<file path="config.mk">
export PLATFORM = sky130hd
export DESIGN_NAME = bsub_exec_unit
export DESIGN_NICKNAME = d
export VERILOG_FILES = /design/src/rtl/bsub_pkg.sv /design/src/rtl/bsub_acc_bank.sv /design/src/rtl/bsub_alu.sv /design/src/rtl/bsub_idx_ptr.sv /design/src/rtl/bsub_exec_unit.sv
export SDC_FILE = /design/constraint.sdc
export NUM_CORES = 1
export LEC_CHECK = 0
export ABC_AREA = 1
export BUFFER_PORTS_ARGS = -buffer_cell sky130_fd_sc_hd__buf_2
export CAP_MARGIN = 20
export CORE_UTILIZATION = 40
export CTS_CLUSTER_SIZE = 20
export DETAILED_ROUTE_END_ITERATION = 10
export PLACE_DENSITY = 0.67
export SYNTH_ARGS = -nofsm -noshare
export SYNTH_HDL_FRONTEND = slang
export SYNTH_HIERARCHICAL = 1
export SYNTH_SLANG_ARGS = --single-unit
</file>
<file path="constraint.sdc">
create_clock -name clk_i -period 1.8 [get_ports clk_i]
set_input_delay 0 -clock clk_i [delete_from_list [all_inputs] [get_ports clk_i]]
set_output_delay 0 -clock clk_i [all_outputs]
set_load 0.01 [all_outputs]
</file>
<file path="src/rtl/bsub_pkg.sv">
package bsub_pkg;
    parameter int unsigned DATA_W   = 8;
    parameter int unsigned REGS     = 32;
    parameter int unsigned IDX_W    = 16;
    parameter int unsigned NUM_BANK = 2;

    localparam int unsigned SEL_W  = $clog2(REGS);
    localparam int unsigned BANK_W = (NUM_BANK > 1) ? $clog2(NUM_BANK) : 1;

    typedef logic [DATA_W-1:0] data_t;
    typedef logic [SEL_W-1:0]  sel_t;
    typedef logic [IDX_W-1:0]  idx_t;
    typedef logic [BANK_W-1:0] bank_t;

    typedef struct packed {
        logic n;
        logic z;
        logic c;
        logic v;
    } flags_t;

    typedef struct packed {
        logic   rf_we;
        sel_t   rf_waddr;
        data_t  rf_wdata;
        logic   mem_we;
        idx_t   mem_addr;
        data_t  mem_wdata;
        flags_t flags;
    } exec_state_t;
endpackage

</file>
<file path="src/rtl/bsub_acc_bank.sv">
module bsub_acc_bank
    import bsub_pkg::*;
(
    input  logic  clk_i,
    input  logic  rst_ni,
    input  logic  xchg_i,
    input  logic  wr_i,
    input  data_t wr_data_i,
    output data_t active_o,
    output bank_t bank_o
);
    data_t acc_d [NUM_BANK];
    data_t acc_q [NUM_BANK];
    bank_t bank_d, bank_q;

    always_comb begin
        if (!xchg_i) begin
            bank_d = bank_q;
        end else if (32'(bank_q) == NUM_BANK - 1) begin
            bank_d = '0;
        end else begin
            bank_d = bank_q + bank_t'(1);
        end
    end

    for (genvar g = 0; g < NUM_BANK; g++) begin : g_acc
        always_comb begin
            acc_d[g] = acc_q[g];
            if (wr_i && (32'(bank_q) == g)) begin
                acc_d[g] = wr_data_i;
            end
        end

        always_ff @(posedge clk_i) begin
            if (!rst_ni) begin
                acc_q[g] <= '0;
            end else begin
                acc_q[g] <= acc_d[g];
            end
        end
    end

    always_ff @(posedge clk_i) begin
        if (!rst_ni) begin
            bank_q <= '0;
        end else begin
            bank_q <= bank_d;
        end
    end

    assign active_o = acc_q[bank_q];
    assign bank_o   = bank_q;
endmodule

</file>
<file path="src/rtl/bsub_alu.sv">
module bsub_alu
    import bsub_pkg::*;
(
    input  data_t  minuend_i,
    input  data_t  subtrahend_i,
    output data_t  diff_o,
    output flags_t flags_o
);
    logic [DATA_W:0] wide;

    always_comb begin
        wide       = {1'b0, minuend_i} - {1'b0, subtrahend_i};
        diff_o     = wide[DATA_W-1:0];
        flags_o.n  = wide[DATA_W-1];
        flags_o.z  = (wide[DATA_W-1:0] == '0);
        flags_o.c  = ~wide[DATA_W];
        flags_o.v  = (minuend_i[DATA_W-1] ^ subtrahend_i[DATA_W-1])
                   & (minuend_i[DATA_W-1] ^ wide[DATA_W-1]);
    end
endmodule

</file>
<file path="src/rtl/bsub_idx_ptr.sv">
module bsub_idx_ptr
    import bsub_pkg::*;
(
    input  logic clk_i,
    input  logic rst_ni,
    input  logic load_i,
    input  idx_t load_data_i,
    input  logic bump_i,
    output idx_t idx_o
);
    idx_t idx_d, idx_q;

    always_comb begin
        idx_d = idx_q;
        if (load_i) begin
            idx_d = load_data_i;
        end else if (bump_i) begin
            idx_d = idx_q + idx_t'(1);
        end
    end

    always_ff @(posedge clk_i) begin
        if (!rst_ni) begin
            idx_q <= '0;
        end else begin
            idx_q <= idx_d;
        end
    end

    assign idx_o = idx_q;
endmodule

</file>
<file path="src/rtl/bsub_exec_unit.sv">
module bsub_exec_unit
    import bsub_pkg::*;
(
    input  logic        clk_i,
    input  logic        rst_ni,
    input  logic        op_go_i,
    input  logic [4:0]  src_sel_i,
    input  logic [4:0]  dst_sel_i,
    input  logic        dst_mem_i,
    input  logic        xchg_i,
    input  logic        acc_wr_i,
    input  logic [7:0]  acc_wr_data_i,
    input  logic        idx_wr_i,
    input  logic [15:0] idx_wr_data_i,
    input  logic [7:0]  rf_rdata_i,
    output logic [4:0]  rf_raddr_o,
    output logic        rf_we_o,
    output logic [4:0]  rf_waddr_o,
    output logic [7:0]  rf_wdata_o,
    output logic        mem_we_o,
    output logic [15:0] mem_addr_o,
    output logic [7:0]  mem_wdata_o,
    output logic [15:0] idx_o,
    output logic        bank_o,
    output logic        flag_n_o,
    output logic        flag_z_o,
    output logic        flag_c_o,
    output logic        flag_v_o
);
    exec_state_t st_d, st_q;
    data_t       acc_active;
    bank_t       bank_cur;
    data_t       diff;
    flags_t      flags_new;
    idx_t        idx_cur;
    logic        bump;

    bsub_acc_bank u_acc (
        .clk_i     (clk_i),
        .rst_ni    (rst_ni),
        .xchg_i    (xchg_i),
        .wr_i      (acc_wr_i),
        .wr_data_i (acc_wr_data_i),
        .active_o  (acc_active),
        .bank_o    (bank_cur)
    );

    bsub_alu u_alu (
        .minuend_i    (rf_rdata_i),
        .subtrahend_i (acc_active),
        .diff_o       (diff),
        .flags_o      (flags_new)
    );

    assign bump = op_go_i & dst_mem_i;

    bsub_idx_ptr u_idx (
        .clk_i       (clk_i),
        .rst_ni      (rst_ni),
        .load_i      (idx_wr_i),
        .load_data_i (idx_wr_data_i),
        .bump_i      (bump),
        .idx_o       (idx_cur)
    );

    always_comb begin
        st_d        = st_q;
        st_d.rf_we  = 1'b0;
        st_d.mem_we = 1'b0;
        if (op_go_i) begin
            st_d.flags = flags_new;
            if (dst_mem_i) begin
                st_d.mem_we    = 1'b1;
                st_d.mem_addr  = idx_cur;
                st_d.mem_wdata = diff;
            end else begin
                st_d.rf_we    = 1'b1;
                st_d.rf_waddr = dst_sel_i;
                st_d.rf_wdata = diff;
            end
        end
    end

    always_ff @(posedge clk_i) begin
        if (!rst_ni) begin
            st_q <= '0;
        end else begin
            st_q <= st_d;
        end
    end

    assign rf_raddr_o  = src_sel_i;
    assign rf_we_o     = st_q.rf_we;
    assign rf_waddr_o  = st_q.rf_waddr;
    assign rf_wdata_o  = st_q.rf_wdata;
    assign mem_we_o    = st_q.mem_we;
    assign mem_addr_o  = st_q.mem_addr;
    assign mem_wdata_o = st_q.mem_wdata;
    assign idx_o       = idx_cur;
    assign bank_o      = bank_cur[0];
    assign flag_n_o    = st_q.flags.n;
    assign flag_z_o    = st_q.flags.z;
    assign flag_c_o    = st_q.flags.c;
    assign flag_v_o    = st_q.flags.v;
endmodule

</file>
==> impl_metrics.yaml <==
setup_path:
  cp-end-kind: "flip-flop"
  cp_data_required_time_ns: 2.07
  reg2reg_slack_ns: -0.09
  cpPeakStageDelay_ns: 0.53
  start_kind: "flip-flop"
  path_class: "reg -> reg"
  ff2ff_path_depth: 12
  reg2reg_to: "flag_z_o$_SDFFE_PN0P_"
  crit_top_cell: "nor2_1"
  critPathSlowestCell: "fa_2"
  critical_path.max_fanout: 2
  worstPathArrival_ns: 2.16
  reg2reg_from: "u_acc/acc_q[0][0]$_SDFFCE_PN0P_"
  crit_chain: "inv_1, o21ai_1, ha_2, fa_2, nand2_1, nor2_1, nand3_1, nor2_1, nand2_1, nor2_2, nor2_1, nor2_1"
global_routing:
  grt_max_degree: 30
  overflow: 0
  grt_pass1_vias: 3608
  grt_pass1_wl_um: 15900
  antenna_found_initial: 0
  gr-usage-all-layers_pct: 19.6
sta:
  fin_ws_ns: -0.0910
  drv_slew: 0
  worstMarginPinSlew_ns: 0.449
  skew_ns: 0.00864
  period_needed_ns: 1.89
  maxSlewHeadroom_pct: 70.0
  setup_violations: 3
  fmax_ghz: 0.529
  hold_viol: 0
  period_share_pct: 105
  rsz0062_at_grt: "yes"
pwr:
  p_leak_uw: 0.00253
  ir_drop_mv: 0.327
  switching_share_pct: 30.6
  p_int_uw: 2890
  switching_power_uw: 1270
  pwr-share-clk_pct: 29.0
  pwr-share-seq_pct: 47.2
  power_density_nw_per_um2: 795
  totalPowerFinal_uw: 4160
  combPwrFrac_pct: 23.8
clock_tree:
  cts_root_buf: "clkbuf_8"
  clk_path_buf_depth: 2
  cts_tree: "done"
  cts_made_buffers: 9
  path_clk_slew_ns: 0.08
  clk_latency_ns: 0.33
  cts_max_level: 3
  cts.sinks: 77
min_path:
  worstHoldStart: "src_sel_i[4]"
  hold_path_end: "rf_raddr_o[4]"
  hold_class: "in -> out"
  hold_path_depth: 0
logic_synthesis:
  synthDistinctLibCells: 33
  ys_warn_count: 6
  synth_area_um2: 3910
  yosys_register_bits: 77
  syn_nets: 599
  synthFlopType: "dfxtp_1"
  yosysSeqAreaShare_pct: 43.5
  synth-edff-count: 16
  synth.avg_cell_area_um2: 7.24
  synthCells: 540
  async_reset_ff_share_pct: 0
final_layout:
  multi_input_area_um2: 1950
  areaGrowthSynthToFinish_pct: 34.0
  final_layout_size_suffix_gt1_share_pct: 30.6
  fin_util_pct: 55.9
  fill_cells: 908
  diodes: 0
  nNetsFinal: 736
  regArea_um2: 1710
routing:
  drtIter0Drc: 152
  vias: 3841
  drcViolationCount: 0
  first_pass_iters: 5
  drt-wirelength-per-cell_um: 12.0
  drt-vias-per-instance: 4.74
  final_antenna_net_count: 0
  wl_um: 9710
floorplan:
  die_w_um: 101
  initial_core_util_pct: 41.7
  core_area_um2: 9370
  die-area_um2: 10200
  fp-row-count: 35
  die_h_um: 101
  pin_count: 114
outcome:
  violations: "negative setup slack"
  outcome: "complete, but fails checks"
placement:
  routabilityCongestion: 0.875
  numPortBuffers: 103
  pre_cts_ws_ns: -0.227
  hpwl_um: 6840
run:
  drv_cap: 0
## placed cells by master (no fill, tap or decap), types with 2 or more instances in the layout
| cell type | n |
|---|---|
| nor2_1 | 116 |
| buf_2 | 103 |
| nand2_1 | 74 |
| inv_1 | 61 |
| dfxtp_1 | 60 |
| nand3_1 | 36 |
| dlygate4sd3_1 | 29 |
| nand2_2 | 23 |
| o21ai_1 | 21 |
| edfxtp_1 | 16 |
| inv_2 | 15 |
| o21ai_0 | 15 |
| buf_4 | 15 |
| a21oi_1 | 15 |
| clkbuf_8 | 11 |
| a22oi_1 | 10 |
| nor2_2 | 8 |
| ha_4 | 6 |
| xor2_1 | 5 |
| o21ai_2 | 4 |
| clkinvlp_4 | 4 |
| nand3_2 | 4 |
| o21ai_4 | 3 |
| nand4_1 | 3 |
| o21bai_1 | 3 |
| nor2_4 | 2 |
| buf_6 | 2 |
| nand3b_1 | 2 |
| ha_1 | 2 |
| xnor2_1 | 2 |
## state kept, by name, indices dropped and copies added (netlist names), named ones only
signal / count
flag_z_o: 1
mem_wdata_o: 8
u_acc/bank_o: 1
mem_addr_o: 16
mem_we_o: 1
u_acc/acc_q: 16
rf_we_o: 1
flag_n_o: 1
u_idx/idx_o: 16
flag_v_o: 1
rf_wdata_o: 8
flag_c_o: 1
rf_waddr_o: 5
## worst max-delay path, delay by kind of cell, from the launching register on
family | cells | cell delay [ns]
fa+ha+maj | 2 | 0.73
simple gates | 8 | 0.62
flops | 1 | 0.37
buf+inv | 1 | 0.07
compound gates | 1 | 0.06
## Yosys cell counts (2+ instances only)
cell type	instances	area [µm²]
a21oi_1	16	80.1
a22oi_1	10	75.1
buf_2	6	30.0
buf_4	10	75.1
buf_6	2	22.5
clkbuf_1	5	18.8
dfxtp_1	61	1220
edfxtp_1	16	480
ha_1	9	113
inv_1	72	270
inv_2	4	15.0
nand2_1	86	323
nand2_2	11	68.8
nand3_1	39	195
nand3b_1	2	15.0
nand4_1	3	18.8
nor2_1	117	439
nor2_2	7	43.8
nor2_4	2	22.5
o21ai_0	23	115
o21ai_1	20	100
o21bai_1	3	22.5
xnor2_1	2	17.5
xor2_1	5	43.8
## per-layer routing
layer | global-route usage (%) | part of all wire [%] | up-vias
met1 | 24.7 | 45 | 1726
li1 | - | - | 1969
met2 | 33.8 | 48 | 131
met5 | 0 | 0 | -
met3 | 2.98 | 5.4 | 15
met4 | 7.69 | 1.6 | 0
## worst max path at each step
stage / startpoint / end / slack [ns] / depth (start not counted)
2_1_floorplan: flip-flop / flag_z_o$_SDFFE_PN0P_ / -0.05 / 13
3_3_place_gp: flip-flop / mem_wdata_o[7]$_SDFFE_PN0P_ / -0.12 / 12
3_5_place_dp: flip-flop / mem_wdata_o[7]$_SDFFE_PN0P_ / -0.23 / 12
4_1_cts: u_acc/acc_q[0][0]$_SDFFCE_PN0P_ / flag_z_o$_SDFFE_PN0P_ / -0.07 / 12
5_1_grt: u_acc/acc_q[1][0]$_SDFFCE_PN0P_ / flag_z_o$_SDFFE_PN0P_ / -0.22 / 12
6_report: u_acc/acc_q[0][0]$_SDFFCE_PN0P_ / flag_z_o$_SDFFE_PN0P_ / -0.09 / 12
## power by group through the flow
stage | Sequential, µW | Clock, µW | Combinational, µW
floorplan | 2030 | 0 | 512
global placement | 2010 | 0 | 807
detailed placement | 2010 | 0 | 822
CTS | 1960 | 1240 | 950
global route | 1980 | 1300 | 1110
finish | 1960 | 1210 | 990
## logic make-up after synthesis
kind of cell	Yosys count	synth area share, %
XOR/XNOR	7	1.57
flip-flops	77	43.5
AND/OR/NAND/NOR	271	29.6
AO/OA/AOI/OAI	74	10.5
adder cells (fa/ha/maj)	10	3.39
buffers and inverters	101	11.4
## timing repair
item	CTS	global route
endpoints found under the setup margin	13	14
hold buffers	29	0
pin swaps	6	8
resized for setup	32	22
gates cloned	0	0
endpoints found under the hold margin	37	0
setup buffers	3	1
## per-stage QoR
stage | instances | area (µm²) | hold WS, ns | TNS [ns]
final | 811 | 5240 | 0.00000375 | -0.145
after global routing | 811 | 5240 | 0.0000151 | -1.41
after CTS | 810 | 5180 | 0.0000749 | -0.137
after detailed placement | 762 | 4550 | 0.0000749 | -1.68
after global placement | 762 | 4550 | 0.0000749 | -0.818
after floorplan | 540 | 3920 | 0.0776 | -0.151
## area by class of cell
cell class,instances,area share [%]
multi-input combinational,362,37.1
inverter,78,5.69
sequential,77,32.6
clock inverter,5,0.669
clock buffer,11,2.89
timing repair buffer,149,18.0
tap,129,3.08
No activity file was read; power rests on OpenSTA's default activity.
